File: src/rtl/gpio_irq_pkg.sv
package gpio_irq_pkg;
  localparam int OFF_OUT   = 'h00;
  localparam int OFF_DIR   = 'h04;
  localparam int OFF_BLINK = 'h08;
  localparam int OFF_POL   = 'h0C;
  localparam int OFF_IN    = 'h10;
  localparam int OFF_CAUSE = 'h14;
  localparam int OFF_EMASK = 'h18;
  localparam int OFF_LMASK = 'h1C;

  typedef enum logic [3:0] {
    RD_NONE, RD_OUT, RD_DIR, RD_BLINK, RD_POL, RD_IN, RD_CAUSE, RD_EMASK, RD_LMASK
  } rdSel_t;

  typedef struct packed {
    logic wrOut;
    logic wrDir;
    logic wrBlink;
    logic wrPol;
    logic wrCauseClr;
    logic wrEdgeMask;
    logic wrLevelMask;
  } ctlStrb_t;
endpackage

File: src/rtl/gpio_irq_ctrl.sv
module gpio_irq_ctrl
  import gpio_irq_pkg::*;
#(
  parameter int AW = 8
) (
  input  logic          wrEn,
  input  logic [AW-1:0] addr,
  output ctlStrb_t      strb,
  output rdSel_t        rdSel
);
  always_comb begin
    strb  = '0;
    rdSel = RD_NONE;
    if (addr == AW'(OFF_OUT)) begin
      rdSel = RD_OUT;   strb.wrOut = wrEn;
    end else if (addr == AW'(OFF_DIR)) begin
      rdSel = RD_DIR;   strb.wrDir = wrEn;
    end else if (addr == AW'(OFF_BLINK)) begin
      rdSel = RD_BLINK; strb.wrBlink = wrEn;
    end else if (addr == AW'(OFF_POL)) begin
      rdSel = RD_POL;   strb.wrPol = wrEn;
    end else if (addr == AW'(OFF_IN)) begin
      rdSel = RD_IN;
    end else if (addr == AW'(OFF_CAUSE)) begin
      rdSel = RD_CAUSE; strb.wrCauseClr = wrEn;
    end else if (addr == AW'(OFF_EMASK)) begin
      rdSel = RD_EMASK; strb.wrEdgeMask = wrEn;
    end else if (addr == AW'(OFF_LMASK)) begin
      rdSel = RD_LMASK; strb.wrLevelMask = wrEn;
    end
  end
endmodule

File: src/rtl/gpio_irq_datapath.sv
module gpio_irq_datapath
  import gpio_irq_pkg::*;
#(
  parameter int LINES = 32,
  parameter int GROUP = 8,
  parameter int CPUS  = 2,
  localparam int NGRP = LINES / GROUP,
  localparam int CW   = (CPUS > 1) ? $clog2(CPUS) : 1
) (
  input  logic                 clk,
  input  logic                 rstN,
  input  ctlStrb_t             strb,
  input  rdSel_t               rdSel,
  input  logic [CW-1:0]        cpuIdx,
  input  logic [LINES-1:0]     wdata,
  input  logic [LINES-1:0]     padIn,
  output logic [LINES-1:0]     rdata,
  output logic [LINES-1:0]     padOut,
  output logic [LINES-1:0]     padOutEn,
  output logic [LINES-1:0]     blinkEn,
  output logic [CPUS*NGRP-1:0] irqOut
);
  logic [LINES-1:0] outReg, dirReg, blinkReg, polReg, padPrev, cause;
  logic [LINES-1:0] dataIn, chg;
  logic [LINES-1:0] edgeMask  [CPUS];
  logic [LINES-1:0] levelMask [CPUS];
  logic [LINES-1:0] pend      [CPUS];

  assign dataIn = padIn ^ polReg;
  // Change is taken on the raw pad so that a polarity rewrite is not an event.
  assign chg    = padIn ^ padPrev;

  always_ff @(posedge clk or negedge rstN) begin
    if (!rstN) begin
      outReg   <= '0;
      dirReg   <= '1;
      blinkReg <= '0;
      polReg   <= '0;
      padPrev  <= '0;
      cause    <= '0;
    end else begin
      padPrev <= padIn;
      if (strb.wrOut)   outReg   <= wdata;
      if (strb.wrDir)   dirReg   <= wdata;
      if (strb.wrBlink) blinkReg <= wdata;
      if (strb.wrPol)   polReg   <= wdata;
      cause <= (strb.wrCauseClr ? (cause & wdata) : cause) | chg;
    end
  end

  for (genvar c = 0; c < CPUS; c++) begin : g_cpu
    always_ff @(posedge clk or negedge rstN) begin
      if (!rstN) begin
        edgeMask[c]  <= '0;
        levelMask[c] <= '0;
      end else if (cpuIdx == CW'(c)) begin
        if (strb.wrEdgeMask)  edgeMask[c]  <= wdata;
        if (strb.wrLevelMask) levelMask[c] <= wdata;
      end
    end
    assign pend[c] = ((dataIn & levelMask[c]) | (cause & edgeMask[c])) & dirReg;
    for (genvar g = 0; g < NGRP; g++) begin : g_grp
      assign irqOut[c*NGRP+g] = |pend[c][g*GROUP +: GROUP];
    end

    AST_NO_MASK_NO_IRQ: assert property (@(posedge clk) disable iff (!rstN)
      (edgeMask[c] == '0 && levelMask[c] == '0) |-> (irqOut[c*NGRP +: NGRP] == '0));
  end

  always_comb begin
    case (rdSel)
      RD_OUT:   rdata = outReg;
      RD_DIR:   rdata = dirReg;
      RD_BLINK: rdata = blinkReg;
      RD_POL:   rdata = polReg;
      RD_IN:    rdata = dataIn;
      RD_CAUSE: rdata = cause;
      RD_EMASK: rdata = edgeMask[cpuIdx];
      RD_LMASK: rdata = levelMask[cpuIdx];
      default:  rdata = '0;
    endcase
  end

  assign padOut   = outReg;
  assign padOutEn = ~dirReg;
  assign blinkEn  = blinkReg;

  AST_EDGE_LATCHED: assert property (@(posedge clk) disable iff (!rstN)
    (|chg) |=> ((cause & $past(chg)) == $past(chg)));
  AST_CAUSE_STICKY: assert property (@(posedge clk) disable iff (!rstN)
    !strb.wrCauseClr |=> ((cause & $past(cause)) == $past(cause)));
  AST_CLEAR_ZEROES: assert property (@(posedge clk) disable iff (!rstN)
    strb.wrCauseClr |=> ((cause & ~$past(wdata) & ~$past(chg)) == '0));
  AST_OUTPUTS_SILENT: assert property (@(posedge clk) disable iff (!rstN)
    (dirReg == '0) |-> (irqOut == '0));
  AST_RESET_QUIET: assert property (@(posedge clk)
    !rstN |=> (irqOut == '0 && cause == '0));
endmodule

File: src/rtl/gpio_irq_bank.sv
module gpio_irq_bank
  import gpio_irq_pkg::*;
#(
  parameter int LINES = 32,
  parameter int GROUP = 8,
  parameter int CPUS  = 2,
  parameter int AW    = 8,
  localparam int NGRP = LINES / GROUP,
  localparam int CW   = (CPUS > 1) ? $clog2(CPUS) : 1
) (
  input  logic                 clk,
  input  logic                 rstN,
  input  logic                 wrEn,
  input  logic [AW-1:0]        addr,
  input  logic [LINES-1:0]     wdata,
  input  logic [CW-1:0]        cpuIdx,
  output logic [LINES-1:0]     rdata,
  input  logic [LINES-1:0]     padIn,
  output logic [LINES-1:0]     padOut,
  output logic [LINES-1:0]     padOutEn,
  output logic [LINES-1:0]     blinkEn,
  output logic [CPUS*NGRP-1:0] irqOut
);
  ctlStrb_t strb;
  rdSel_t   rdSel;

  gpio_irq_ctrl #(.AW(AW)) u_ctrl (
    .wrEn(wrEn), .addr(addr), .strb(strb), .rdSel(rdSel)
  );

  gpio_irq_datapath #(.LINES(LINES), .GROUP(GROUP), .CPUS(CPUS)) u_dp (
    .clk(clk), .rstN(rstN), .strb(strb), .rdSel(rdSel), .cpuIdx(cpuIdx),
    .wdata(wdata), .padIn(padIn), .rdata(rdata), .padOut(padOut),
    .padOutEn(padOutEn), .blinkEn(blinkEn), .irqOut(irqOut)
  );
endmodule

File: config.mk
export PLATFORM = sky130hd
export DESIGN_NAME = gpio_irq_bank
export DESIGN_NICKNAME = d
export VERILOG_FILES = /design/src/rtl/gpio_irq_pkg.sv /design/src/rtl/gpio_irq_ctrl.sv /design/src/rtl/gpio_irq_datapath.sv /design/src/rtl/gpio_irq_bank.sv
export SDC_FILE = /design/constraint.sdc
export NUM_CORES = 1
export LEC_CHECK = 0
export BUFFER_PORTS_ARGS = -buffer_cell sky130_fd_sc_hd__buf_2
export CORE_ASPECT_RATIO = 1.5
export CORE_MARGIN = 2
export CORE_UTILIZATION = 50
export CTS_BUF_LIST = sky130_fd_sc_hd__clkbuf_4
export DETAILED_ROUTE_END_ITERATION = 10
export PLACE_DENSITY_LB_ADDON = 0.12
export SLEW_MARGIN = 30
export SYNTH_ARGS = -nofsm -noshare
export SYNTH_HDL_FRONTEND = slang
export SYNTH_SLANG_ARGS = --single-unit
File: constraint.sdc
create_clock -name clk -period 2.7 [get_ports clk]
set_clock_uncertainty 0.15 [all_clocks]
set_input_delay 0.27 -clock clk [delete_from_list [all_inputs] [get_ports clk]]
set_output_delay 0.27 -clock clk [all_outputs]
set_load 0.05 [all_outputs]
==> run_results.csv <==
group,metric,value,unit
min_path,hp-start,"padIn[27]",
grt,grt_use_total,32.2,%
floorplanning,dieArea,33300,um2
min_path,hold_depth,2,
sta,maxSlewHeadroom,65.0,%
placed_design,place_inst,1973,
route,wire_per_inst,24.3,um
power_and_ir_drop,power_leakage,9.89,nW
power_and_ir_drop,peakVddDrop,0.341,mV
synth,synth_cell_types,54,
placed_design,place.gp.congestion,0.930,
layout,final_cells,2210,
sta,finalMaxSlewViolations,0,
floorplanning,pin_count,212,
route,wl,53.6,mm
sta,fin_hold_ws,0.0440,ns
synth,synth.avg_cell_area,11.8,um2
synth,async_reset_ff_share,100,%
synth,synthTopCellsByArea,"dfrtp_1, mux2_2, dfstp_2",
grt,use_met2,55.2,%
route,drc,0,
sta,rsz0062_at_grt,"yes",
critical_path,arrival,2.27,ns
layout,nets,1805,
route,dr.pass1.iters,8,
clock_network,cts_made_buffers,81,
synth,synth_top_area_share,45.3,%
synth,synth_edf_count,0,
placed_design,dp_hpwl,36.4,mm
floorplanning,die_h,223,um
grt,first_global_vias,13700,
min_path,worstHoldEndpoint,"u_dp.padPrev[27]$_DFF_PN0_",
critical_path,cp-end-kind,"output port",
floorplanning,rows,80,
layout,nFillCells,2625,
power_and_ir_drop,p_per_area,534,nW/um2
sta,period_minus_slack,2.69,ns
grt,antenna_found_initial,2,
placed_design,io_buffers,211,
route,ant_nets,0,
sta,max_freq,372,MHz
grt,use_met1,39.0,%
synth,synth_commonest_cells,"dfrtp_1, mux2_2, nand3_1",
layout,area_delta_synth_final,27.9,%
critical_path,worstPathRequired,2.28,ns
clock_network,cts-root-buf,"clkbuf_4",
critical_path,crit_path_start_kind,"register",
floorplanning,start_util,50.3,%
critical_path,crit_type,"register to output port",
synth,syn_nets,1423,
power_and_ir_drop,seq_power_share,47.4,%
grt,grt_start_max_net_pins,71,
route,routed-via-count,13300,
critical_path,crit_buf_inv,1,
run_status,status,"complete, no violations",
synth,syn_inst,1347,
floorplanning,die_w,150,um
power_and_ir_drop,p_int,7.84,mW
critical_path,path_cells,"xnor2_2 > o22ai_1 > nor4_2 > nand4_1 > buf_6",
grt,grtUsageMet3,5.77,%
synth,synth_seq_area_share,50.6,%
synth,yosys_register_bits,320,
layout,multi_input_area,7610,um2
grt,grt_overflow_total,0,
synth,syn_area,15900,um2
grt,busiest_layer,"met2",
critical_path,critPathMaxFanout,3,
power_and_ir_drop,swShare,27.8,%
clock_network,clkTransAtPathRegs,0.07,ns
synth,synth.most_common_cell,"dfrtp_1",
clock_network,h-tree-depth,3,
min_path,hp-class,"primary input to register",
clock_network,clk-insertion-delay-late,0.79,ns
power_and_ir_drop,p_sw,3.02,mW
sta,post-route-period-util,99.6,%
route,drt_iter0_markers,940,
sta,tightest_slew,0.525,ns
synth,yosys.area.top_type,"dfrtp_1",
critical_path,critPathMaxStageDelay,0.42,ns
sta,finalSetupViolCount,0,
critical_path,rr_worst_depth,2,
critical_path,r2r_slack,1.61,ns
layout,drive_gt1_share,41.7,%
sta,hold_viol,0,
route,viasPerCell,6.02,
critical_path,r2r-start,"u_dp.dirReg[8]$_DFFE_PN1P_",
power_and_ir_drop,pwr-share-clk,40.7,%
floorplanning,coreArea,31600,um2
grt,grt_pass1_wl,80.7,mm
critical_path,cp_slowest_cell,"dfrtp_1",
synth,yosys_warnings,0,
clock_network,numClockSinks,320,
power_and_ir_drop,combPwrFrac,11.9,%
critical_path,crit_family,"simple AND/OR/NAND/NOR gates",
critical_path,reg2reg_to,"u_dp.dirReg[8]$_DFFE_PN1P_",
job,max-cap-violations,0,
clock_network,clock_path_buffers,3,
clock_network,cts_tree,"yes",
synth,synthFlopType,"dfrtp_1",
layout,ff_latch_area,8050,um2
-- power groups by stage --
stage | sequential, mW | clock [mW] | combinational (mW)
2_1_floorplan | 5.34 | 0 | 0.501
3_3_place_gp | 5.23 | 0 | 1.15
3_5_place_dp | 5.23 | 0 | 1.17
4_1_cts | 5.14 | 4.53 | 1.28
5_1_grt | 5.17 | 4.78 | 1.37
6_report | 5.15 | 4.42 | 1.29
-- stage by stage --
| stage | setup slack [ns] | instance area, um2 | TNS, ns | power, mW | utilization (%) |
|---|---|---|---|---|---|
| 5_1_grt | -0.0706 | 20400 | -0.311 | 11.3 | 64.3 |
| 4_1_cts | -0.0342 | 20200 | -0.0432 | 11.0 | 63.8 |
| 6_report | 0.0105 | 20400 | 0 | 10.9 | 64.4 |
| 3_5_place_dp | 0.0709 | 18100 | 0 | 6.40 | 57.3 |
| 2_1_floorplan | -0.0499 | 15900 | -0.0998 | 5.84 | - |
| 3_3_place_gp | 0.0961 | 18100 | 0 | 6.38 | 57.3 |
-- registers in the layout, indices dropped and copies added (netlist names) --
register,cells
u_dp.padOut,32
u_dp.dirReg,32
u_dp.levelMask,64
u_dp.blinkEn,32
u_dp.edgeMask,64
u_dp.cause,32
u_dp.padPrev,32
u_dp.polReg,32
-- cells in the final DEF (no fill, tap or decap), types with 16 or more instances in the layout --
cell,count
clkbuf_4,131
and3_1,47
o22ai_1,16
xnor2_1,32
buf_12,25
dfrtp_1,288
buf_4,80
xor2_1,26
buf_2,187
dfstp_2,32
nand2_1,61
inv_1,36
nand3_1,126
a22oi_1,19
mux2_2,220
nand4_1,24
dlygate4sd3_1,69
o21ai_0,53
mux2i_1,54
mux2_1,70
-- timing repair --
action | 4_1_cts | 5_1_grt
setup endpoints to repair | 16 | 22
endpoints found under the hold margin | 632 | 0
hold buffers | 70 | 0
setup buffers | 9 | 4
gates resized for setup | 40 | 33
pin swaps | 8 | 16
-- worst max-delay path by stage --
stage / start / endpoint / depth (start not counted)
floorplan: addr[7] / rdata[4] / 4
global placement: addr[7] / rdata[14] / 7
detailed placement: addr[7] / u_dp.levelMask[10]$_DFFE_PN0P_ / 7
CTS: u_dp.polReg[16]$_DFFE_PN0P_ / irqOut[6] / 5
global route: u_dp.polReg[13]$_DFFE_PN0P_ / rdata[13] / 5
finish: u_dp.polReg[20]$_DFFE_PN0P_ / irqOut[6] / 5
-- layer usage --
metal,vias to the layer above,routed length (um)
li1,5825,-
met1,6693,20300
met2,628,27400
met3,148,3480
met4,0,2400
met5,-,0
-- worst register-to-register path: stages, from the launching register on --
cell	delay, ns
dfstp_2	0.58
buf_4	0.16
mux2_2	0.15
-- final cells by class --
class,instances,area share (%)
flip-flops and latches,320,39.5
multi-input cells,914,37.4
repair buffers,376,14.4
clock buffers,131,4.83
well taps,410,2.52
inverters,36,0.664
clock inverters,18,0.621
diodes,5,0.0615
-- cells by family (layout without fill, tap and decap cells) --
kind of cell,Yosys count,in the layout,share of synthesized area [%]
mux,346,346,24.1
compound gates,172,172,7.59
simple gates,332,332,11.2
buf+inv,113,561,3.13
other cells,0,5,0
flops,320,320,50.6
xor+xnor,64,64,3.52
(Power assumes the default switching activity.)
